--- config.mk ---
export PLATFORM = sky130hd
export DESIGN_NAME = sio_regbus
export DESIGN_NICKNAME = d
export VERILOG_FILES = /design/src/rtl/sio_regbus_pkg.sv /design/src/rtl/sio_bus_decode.sv /design/src/rtl/sio_reg_file.sv /design/src/rtl/sio_vec_fsm.sv /design/src/rtl/sio_regbus.sv
export SDC_FILE = /design/constraint.sdc
export NUM_CORES = 1
export LEC_CHECK = 0
export BUFFER_PORTS_ARGS = -buffer_cell sky130_fd_sc_hd__buf_4
export CELL_PAD_IN_SITES_DETAIL_PLACEMENT = 0
export CELL_PAD_IN_SITES_GLOBAL_PLACEMENT = 1
export CORE_MARGIN = 4
export CORE_UTILIZATION = 42
export CTS_BUF_LIST = sky130_fd_sc_hd__clkbuf_2
export CTS_CLUSTER_DIAMETER = 50
export DETAILED_ROUTE_END_ITERATION = 7
export HOLD_SLACK_MARGIN = 0.03
export PLACE_DENSITY_LB_ADDON = 0.1
export SLEW_MARGIN = 20
export SYNTH_ARGS = -nofsm -noshare
export SYNTH_HDL_FRONTEND = slang
export SYNTH_SLANG_ARGS = --single-unit
export TNS_END_PERCENT = 5
--- constraint.sdc ---
create_clock -name clk -period 1.5 [get_ports clk]
set_input_delay 0.3 -clock clk [delete_from_list [all_inputs] [get_ports clk]]
set_output_delay 0.3 -clock clk [all_outputs]
set_load 0.1 [all_outputs]
--- src/rtl/sio_regbus_pkg.sv ---
package sio_regbus_pkg;
    localparam int OFF_MODE   = 0;
    localparam int OFF_STAT   = 1;
    localparam int OFF_CLK    = 2;
    localparam int OFF_AUX    = 3;
    localparam int OFF_DATA   = 4;
    localparam int OFF_VEC    = 5;
    localparam int OFF_IEN    = 6;
    localparam int N_USED     = 7;

    typedef enum logic [1:0] {
        PH_IDLE = 2'd0,
        PH_RD   = 2'd1,
        PH_WR   = 2'd2,
        PH_IACK = 2'd3
    } bus_phase_e;

    typedef enum logic {
        VEC_UNSET = 1'b0,
        VEC_SET   = 1'b1
    } vec_state_e;
endpackage

--- src/rtl/sio_bus_decode.sv ---
module sio_bus_decode
    import sio_regbus_pkg::*;
#(
    parameter int ADDR_W = 4,
    localparam int N_LOC = 1 << ADDR_W
) (
    input  logic              cs,
    input  logic              rw,
    input  logic              iack,
    input  logic [ADDR_W-1:0] addr,
    output bus_phase_e        phase,
    output logic [N_LOC-1:0]  wr_sel,
    output logic [N_LOC-1:0]  rd_sel
);
    always_comb begin
        if (iack)
            phase = PH_IACK;
        else if (cs && rw)
            phase = PH_RD;
        else if (cs)
            phase = PH_WR;
        else
            phase = PH_IDLE;
    end

    for (genvar g = 0; g < N_LOC; g++) begin : g_sel
        assign wr_sel[g] = (phase == PH_WR) && (addr == ADDR_W'(g));
        assign rd_sel[g] = (phase == PH_RD) && (addr == ADDR_W'(g));
    end
endmodule

--- src/rtl/sio_reg_file.sv ---
module sio_reg_file
    import sio_regbus_pkg::*;
#(
    parameter int ADDR_W = 4,
    parameter int DATA_W = 8,
    parameter logic [DATA_W-1:0] VEC_INIT = 8'h0F,
    localparam int N_LOC = 1 << ADDR_W,
    localparam int HALF  = DATA_W / 2
) (
    input  logic              clk,
    input  logic              rst_n,
    input  logic [N_LOC-1:0]  wr_sel,
    input  logic [N_LOC-1:0]  rd_sel,
    input  logic [DATA_W-1:0] wdata,
    input  logic              rx_avail,
    input  logic              chan_irq,
    input  logic [DATA_W-1:0] rx_byte,
    output logic [DATA_W-1:0] reg_rdata,
    output logic [DATA_W-1:0] vec_q,
    output logic              ien_q,
    output logic [DATA_W-1:0] tx_byte,
    output logic              tx_load
);
    logic [DATA_W-1:0] mode_q, clk_q, ien_byte_q;
    logic [HALF-1:0]   aux_hi_q;
    logic [DATA_W-HALF-1:0] aux_lo_q;

    always_ff @(posedge clk or negedge rst_n) begin
        if (!rst_n) begin
            mode_q     <= '0;
            clk_q      <= '0;
            ien_byte_q <= '0;
            vec_q      <= VEC_INIT;
            aux_lo_q   <= '0;
            tx_byte    <= '0;
            tx_load    <= 1'b0;
        end else begin
            tx_load <= wr_sel[OFF_DATA];
            if (wr_sel[OFF_MODE]) mode_q     <= wdata;
            if (wr_sel[OFF_CLK])  clk_q      <= wdata;
            if (wr_sel[OFF_IEN])  ien_byte_q <= wdata;
            if (wr_sel[OFF_VEC])  vec_q      <= wdata;
            if (wr_sel[OFF_AUX])  aux_lo_q   <= wdata[DATA_W-HALF-1:0];
            if (wr_sel[OFF_DATA]) tx_byte    <= wdata;
        end
    end

    // Upper auxiliary bits carry no reset.
    always_ff @(posedge clk) begin
        if (wr_sel[OFF_AUX]) aux_hi_q <= wdata[DATA_W-1:DATA_W-HALF];
    end

    assign ien_q = ien_byte_q[0];

    always_comb begin
        reg_rdata = '0;
        if (rd_sel[OFF_MODE]) reg_rdata = mode_q;
        if (rd_sel[OFF_STAT]) reg_rdata = {{(DATA_W-2){1'b0}}, chan_irq, rx_avail};
        if (rd_sel[OFF_CLK])  reg_rdata = clk_q;
        if (rd_sel[OFF_AUX])  reg_rdata = {aux_hi_q, aux_lo_q};
        if (rd_sel[OFF_DATA]) reg_rdata = rx_byte;
        if (rd_sel[OFF_VEC])  reg_rdata = vec_q;
        if (rd_sel[OFF_IEN])  reg_rdata = ien_byte_q;
    end
endmodule

--- src/rtl/sio_vec_fsm.sv ---
module sio_vec_fsm
    import sio_regbus_pkg::*;
#(
    parameter int DATA_W = 8,
    parameter logic [DATA_W-1:0] SPURIOUS = 8'h0F
) (
    input  logic              clk,
    input  logic              rst_n,
    input  logic              vec_wr,
    input  logic [DATA_W-1:0] vec_q,
    output logic [DATA_W-1:0] vector
);
    vec_state_e state_q, state_d;

    always_ff @(posedge clk or negedge rst_n) begin
        if (!rst_n) state_q <= VEC_UNSET;
        else        state_q <= state_d;
    end

    always_comb begin
        state_d = state_q;
        vector  = SPURIOUS;
        unique case (state_q)
            VEC_UNSET: begin
                vector = SPURIOUS;
                if (vec_wr) state_d = VEC_SET;
            end
            VEC_SET: begin
                vector = vec_q;
            end
        endcase
    end
endmodule

--- src/rtl/sio_regbus.sv ---
module sio_regbus
    import sio_regbus_pkg::*;
#(
    parameter int ADDR_W = 4,
    parameter int DATA_W = 8,
    parameter logic [DATA_W-1:0] SPURIOUS = 8'h0F,
    localparam int N_LOC = 1 << ADDR_W
) (
    input  logic              clk,
    input  logic              rst_n,
    input  logic              cs,
    input  logic              rw,
    input  logic [ADDR_W-1:0] addr,
    input  logic [DATA_W-1:0] wdata,
    output logic [DATA_W-1:0] rdata,
    output logic              xfer_ack,
    input  logic              iack,
    input  logic              chan_irq,
    output logic              irq,
    input  logic              rx_avail,
    input  logic [DATA_W-1:0] rx_byte,
    output logic              rx_pop,
    output logic [DATA_W-1:0] tx_byte,
    output logic              tx_load
);
    bus_phase_e        phase;
    logic [N_LOC-1:0]  wr_sel, rd_sel;
    logic [DATA_W-1:0] reg_rdata, vec_q, vector;
    logic              ien_q;

    sio_bus_decode #(.ADDR_W(ADDR_W)) u_dec (
        .cs(cs), .rw(rw), .iack(iack), .addr(addr),
        .phase(phase), .wr_sel(wr_sel), .rd_sel(rd_sel)
    );

    sio_reg_file #(.ADDR_W(ADDR_W), .DATA_W(DATA_W), .VEC_INIT(SPURIOUS)) u_regs (
        .clk(clk), .rst_n(rst_n), .wr_sel(wr_sel), .rd_sel(rd_sel),
        .wdata(wdata), .rx_avail(rx_avail), .chan_irq(chan_irq),
        .rx_byte(rx_byte), .reg_rdata(reg_rdata), .vec_q(vec_q),
        .ien_q(ien_q), .tx_byte(tx_byte), .tx_load(tx_load)
    );

    sio_vec_fsm #(.DATA_W(DATA_W), .SPURIOUS(SPURIOUS)) u_vec (
        .clk(clk), .rst_n(rst_n), .vec_wr(wr_sel[OFF_VEC]),
        .vec_q(vec_q), .vector(vector)
    );

    always_comb begin
        unique case (phase)
            PH_IACK: rdata = vector;
            PH_RD:   rdata = reg_rdata;
            PH_WR,
            PH_IDLE: rdata = '0;
        endcase
    end

    assign xfer_ack = (phase != PH_IDLE);
    assign irq      = chan_irq && ien_q;
    assign rx_pop   = rd_sel[OFF_DATA];
endmodule

# --- Word-level counts from Yosys, hierarchy flattened ---
# Index checks and enable logic that the tools add are counted.
word_totals:
  reg_bits: 50
classes:
  n_eq_ne: 9
  bitwise: 1
  n_reduce_logical: 19
  mux: 14
ops:
  columns: ["operator", "n"]
  rows:
  - ["two-way mux 8 bit", 7]
  - ["case mux 8 bit (3 select lines)", 1]
  - ["case mux 8 bit (2 select lines)", 1]
  - ["logical AND 1 bit", 15]
  - ["== test 4 x 3 -> 1 bit, second input constant", 3]
  - ["== test 4 x 2 -> 1 bit, second input constant", 2]
  - ["two-way mux 2 bit", 3]
  - ["== test 2 bit, second input constant", 2]
  - ["== test 4 x 1 -> 1 bit, second input constant", 1]
  - ["zero test 4 bit", 1]
  - ["== test 2 x 1 -> 1 bit, second input constant", 1]
  - ["zero test 2 bit", 1]
  - ["two-way mux 1 bit", 2]
  - ["nonzero test 2 bit", 1]
  - ["OR reduction 2 bit", 1]
  - ["inverter 1 bit", 1]

# --- Depth between registers and ports, before layout ---
logic_depth:
  word_depth: 13
  ltp_mapped: 6
  mapped_depth_nobuf: 4

# --- Hierarchy ---
# From an unflattened synthesis, not the netlist that was laid out.
unflattened:
  hier_cells: 256
  hier_area_um2: 2682.6
modules_own_cells:
  columns: ["module", "seq_area_each_um2", "instances", "area_each_um2", "cells_each"]
  rows:
  - ["sio_reg_file", 1251.2, 1, 2175.8, 179]
  - ["sio_bus_decode", 0.0, 1, 270.3, 48]
  - ["sio_regbus", 0.0, 1, 153.9, 19]
  - ["sio_vec_fsm", 25.0, 1, 82.6, 10]

# --- Worst setup path after synthesis ---
# Ideal clock, no wire load.
synth_path:
  kind: "in2out"
  from: "input port addr[0]"
  to: "output port rdata[2]"
  arrival_ns: 3.073
  stages: 5
  n_path_buf: 1
  setup_slack_ns: -1.873
  required_time_ns: 1.200
  path_cell_list: "buf_2 -> nor2b_1 -> o2bb2ai_1 -> a32oi_1 -> o21ai_0"
synth_between:
  elab_chain_cells: 10
  word_cells_on_any_way: 22
synth_rtl:
  columns: ["element", "line", "text"]
  rows:
  - ["from (decl)", "sio_regbus.sv:13", "input logic [ADDR_W-1:0] addr,"]
  - ["zero test 4 bit", "sio_bus_decode.sv:28", "assign rd_sel[g] = (phase == PH_RD) && (addr == ADDR_W'(g));"]
  - ["logical AND 1 bit", "sio_bus_decode.sv:28", null]
  - ["two-way mux 8 bit", "sio_reg_file.sv:57", "if (rd_sel[OFF_MODE]) reg_rdata = mode_q;"]
  - ["two-way mux 8 bit", "sio_reg_file.sv:58", "if (rd_sel[OFF_STAT]) reg_rdata = {{(DATA_W-2){1'b0}}, chan_irq, rx_avail};"]
  - ["two-way mux 8 bit", "sio_reg_file.sv:59", "if (rd_sel[OFF_CLK]) reg_rdata = clk_q;"]
  - ["two-way mux 8 bit", "sio_reg_file.sv:60", "if (rd_sel[OFF_AUX]) reg_rdata = {aux_hi_q, aux_lo_q};"]
  - ["two-way mux 8 bit", "sio_reg_file.sv:61", "if (rd_sel[OFF_DATA]) reg_rdata = rx_byte;"]
  - ["two-way mux 8 bit", "sio_reg_file.sv:62", "if (rd_sel[OFF_VEC]) reg_rdata = vec_q;"]
  - ["two-way mux 8 bit *", "sio_reg_file.sv:63", "if (rd_sel[OFF_IEN]) reg_rdata = ien_byte_q;"]
  - ["case mux 8 bit (3 select lines) *", "sio_regbus.sv:49", "unique case (phase)"]
  - ["to (decl)", "sio_regbus.sv:15", "output logic [DATA_W-1:0] rdata,"]
# Mark *: on every way between the ends. The rest lies on a longest branch, timed or not.

# --- Final worst setup path ---
layout_path:
  from: "register u_regs.vec_q[1]"
  to: "output port rdata[1]"
layout_between:
  elab_chain_cells: 3
  word_cells_on_any_way: 4
layout_rtl:
  columns: ["element", "line", "text"]
  rows:
  - ["from (decl)", "sio_reg_file.sv:19", "output logic [DATA_W-1:0] vec_q,"]
  - ["from (signal assigned)", "sio_reg_file.sv:42", "if (wr_sel[OFF_VEC]) vec_q <= wdata;"]
  - ["two-way mux 8 bit", "sio_reg_file.sv:62", null]
  - ["two-way mux 8 bit", "sio_reg_file.sv:63", null]
  - ["case mux 8 bit (3 select lines) *", "sio_regbus.sv:49", null]
# Marked as above.

==> results.txt <==
* Endpoint kind of the worst setup timing path: primary output
- RSZ-0062 raised after global routing: yes
* Avg Synthesized Cell Area: 12.5 µm²
- TritonCTS built the clock tree.
* Die width: 86.5 µm
- Input and output buffers added on the ports amount to 46.
- Final HPWL from detailed placement: 4.81 mm
* Hold Violations, Final: 0
- The initialized floorplan defines 28 standard-cell rows.
- Setup total negative slack on the finished layout was measured at -3.19 ns.
* Standard cell core area: 5960 µm²
- Switching pwr: 1180 µW
* Cell types with the largest area share after synthesis: sky130_fd_sc_hd__dfrtp_1 (41%), sky130_fd_sc_hd__mux2_2 (16%), sky130_fd_sc_hd__edfxtp_1 (4.6%)
* Share of the yosys chip area belonging to registers: 0.494
* Power share of the clock group: 0.161
- Headroom to the max-slew limit came out at 0.603.
* Most numerous cell types in the synthesized netlist: sky130_fd_sc_hd__dfrtp_1 (42), sky130_fd_sc_hd__mux2_2 (37), sky130_fd_sc_hd__o21ai_0 (18)
- The final layout contains 310 nets.
- Fill cell total of the finished layout: around 520
- Counting flops with a built-in enable in the synthesized netlist gives 4.
- Of the total power, combinational logic draws 0.342.
- Counting the buffers created by CTS gives 5.
- Y dimension of the die: between 80 and 90 µm
- Of the total power, the share spent switching nets is 0.360.
* Number of iterations in the first detailed-routing pass: 4
- Violations in the final reports: setup timing
* IR drop worst, VDD: about 0.53 mV
- Syn Nets: 234
* Placed cells: 352
- Startpoint class of the critical path: register
- Power per unit of standard cell area: 904 nW/µm²
* Final routed DRC violation total: 0
- The die covers 7470 µm².
- STA puts the critical path data arrival time at 1.70 ns.
* Post-route clock skew: 0 ns
- Of the post-synthesis cell area, the dominant cell type holds 0.407.
- Across the run, the number of max-cap violations was 0.
* Post-CTS setup-driven buffer insertion count: 0
- Final Non-Filler Cells: between 300 and 400
- Data required time at the worst endpoint: 1.20 ns
* Via Count: 1949
* Worst hold path class: in -> reg
- Number of unique standard cell types used by synthesis: 39
- Worst path max stage delay: 0.58 ns
- Clock latency on the worst-skew pair, taken at its later pin, is 0.41 ns.
- Pin slew with the least headroom to its limit: a little under 0.6 ns
- Dividing the detail-routed wire length by the instance count gives between 15 and 20 µm.
* Crit path max fanout: 2
* Critical-path cell list: nor3b_1, o21ai_1, o2111ai_2, nand3_4, buf_12
- Wirelength, routed: 6.62 mm
- Clock-pin slew was measured on the worst setup and hold paths at roughly 0.24 ns.
- Timing would allow up to 500 MHz.
- Pin count of the biggest net entering global routing: 47
- Total track usage: 0.191
- Share of flip-flops with an asynchronous set or reset: 0.920
- In the synthesized netlist the dominant register cell turns out to be sky130_fd_sc_hd__dfrtp_1.
* DR vias/cell: 5.43
* Layout overhead on the synthesized area: 40.1%
* First-pass GRT wire length: ~11 mm
- Leakage power: between 0.0015 and 0.002 µW
* CTS Sinks: 50
- Vias in the first global route: between 2000 and 2500
- The Yosys step of the flow raised 0 warnings.
- Diodes inserted: 0
* Top-Level Pins: between 40 and 50
- Slowest cell on the critical path: sky130_fd_sc_hd__dfstp_2
* Cell family with most CP delay: flip-flops
- In this run the remaining antenna-violating nets after routing total 0.
- Final count of negative-setup-slack endpoints: 9
* Pwr Total: around 3300 µW
- Buffer cell driving the clock tree root: sky130_fd_sc_hd__clkbuf_2
- Summing all flip-flop and latch instances after layout gives approximately 1300 µm².
* Instance count of the mapped netlist: 207
- Area of the multi-input gates: 1420 µm²
- After layout, the worst setup slack is -0.498 ns.
* Cell internal power dissipation: 2100 µW
* Biggest area consumer among synthesized cells: sky130_fd_sc_hd__dfrtp_1
- Slew Viols, Final: 0
* Minimum clock period: 2.00 ns
* Iter 0 DRT Violations: 76
* Portion of the clock cycle consumed by the worst path in the final layout: 1.33
- After global routing the overflow that remains totals 0.
* Register bit count reported by yosys: 50
* Dominant cell by count in the synthesized netlist: sky130_fd_sc_hd__dfrtp_1
- Run status: finished, violations left
- Initial antenna violation count: 0
- Post-synthesis cell area: roughly 2600 µm²
* Reg power frac: 0.496
* Effective utilization at floorplan: 0.434
* Fin util: 0.608
- Buffers plus inverters on the worst setup path: 1
- The critical path is of the reg -> out type.
- In the final layout, the share of cells above drive strength 1 is 0.577.
* Placement-stage worst setup slack: -0.347 ns
* Bufs on Longest Clock Path: 2
- Gp weighted congestion: 0.790
- Total number of H-tree levels: 2
==> layer usage <==
| layer | track usage | vias up | share of wire |
|---|---|---|---|
| met4 | 0.0524 | 0 | 0.011 |
| met1 | 0.271 | 984 | 0.46 |
| met2 | 0.305 | 39 | 0.49 |
| met3 | 0.0285 | 8 | 0.041 |
| met5 | 0 | - | 0 |
| li1 | - | 918 | - |
==> what timing repair did <==
| item | in CTS | in global routing |
|---|---|---|
| setup endpoints to repair | 10 | 15 |
| cloned | 0 | 0 |
| gates resized for setup | 39 | 5 |
| hold endpoints to repair | 42 | 0 |
| hold buffers | 1 | 0 |
| pin swaps | 14 | 2 |
==> cells by family (layout without fill, tap and decap cells) <==
family,after synthesis,count (layout),synth area share
AO/OA/AOI/OAI,42,42,0.113
multiplexers,52,52,0.228
buffers and inverters,13,90,0.0315
flip-flops,50,50,0.494
AND/OR/NAND/NOR,50,50,0.133
==> cells in the final DEF (no fill, tap or decap), drive strengths merged <==
master / count
nor2: 11
nand4bb: 1
a32oi: 6
nor3b: 6
inv: 2
o21ai: 18
o2111ai: 2
dfrtp: 42
mux2: 44
nand2: 11
clkinv: 2
clkbuf: 6
a2bb2oi: 2
and3: 1
and2: 3
mux2i: 8
edfxtp: 4
buf: 79
nor3: 1
nor2b: 4
o2bb2ai: 6
nand3: 7
nand2b: 2
and3b: 1
dfstp: 4
nand3b: 1
dlygate4sd3: 1
or2: 1
a211o: 2
a21o: 6
==> state kept, by name, indices dropped and copies added (netlist names) <==
register           cells
u_regs.aux_hi_q        4
u_regs.aux_lo_q        4
u_regs.clk_q           8
u_regs.ien_byte_q      8
u_regs.mode_q          8
u_regs.tx_byte         8
u_regs.tx_load         1
u_regs.vec_q           8
u_vec.state_q          1
==> layout make-up <==
type                       instances  area share
inverter                           2     0.00207
clock inverter                     2     0.00242
sequential                        50       0.352
multi-input combinational        144       0.391
timing repair buffer              80       0.218
clock buffer                       6     0.00829
tap                               75      0.0259
==> power groups by stage <==
stage | Combinational [µW] | Clock, µW | Sequential, µW
2_1_floorplan | 532 | 0 | 1830
3_3_place_gp | 1030 | 0 | 1640
5_1_grt | 1180 | 616 | 1650
4_1_cts | 1120 | 548 | 1620
6_report | 1120 | 529 | 1630
3_5_place_dp | 1040 | 0 | 1650
==> metrics by stage <==
stage | area (µm²) | hold WS, ns
6_report | 3620 | 0.0910
5_1_grt | 3620 | 0.0335
4_1_cts | 3600 | 0.0610
3_5_place_dp | 3410 | 0.346
3_3_place_gp | 3410 | 0.352
2_1_floorplan | 2780 | 0.00441
==> worst paths after layout <==
check | cells after the start | endpoint | slack, ns | from
setup / recovery | 5 | rdata[1] | -0.50 | u_regs.vec_q[1]
hold / removal | 1 | u_regs.aux_hi_q[1] | 0.09 | wdata[5]
setup reg to reg | 2 | u_regs.aux_lo_q[0] | 0.59 | u_regs.aux_lo_q[0]
hold reg to reg | 1 | u_regs.tx_byte[6] | 0.52 | u_regs.tx_byte[6]
max in group asynchronous | 2 | u_regs.vec_q[1] | 0.71 | rst_n
min in group asynchronous | 2 | u_regs.tx_byte[6] | 0.38 | rst_n
Power figures use the tool's default switching activity.
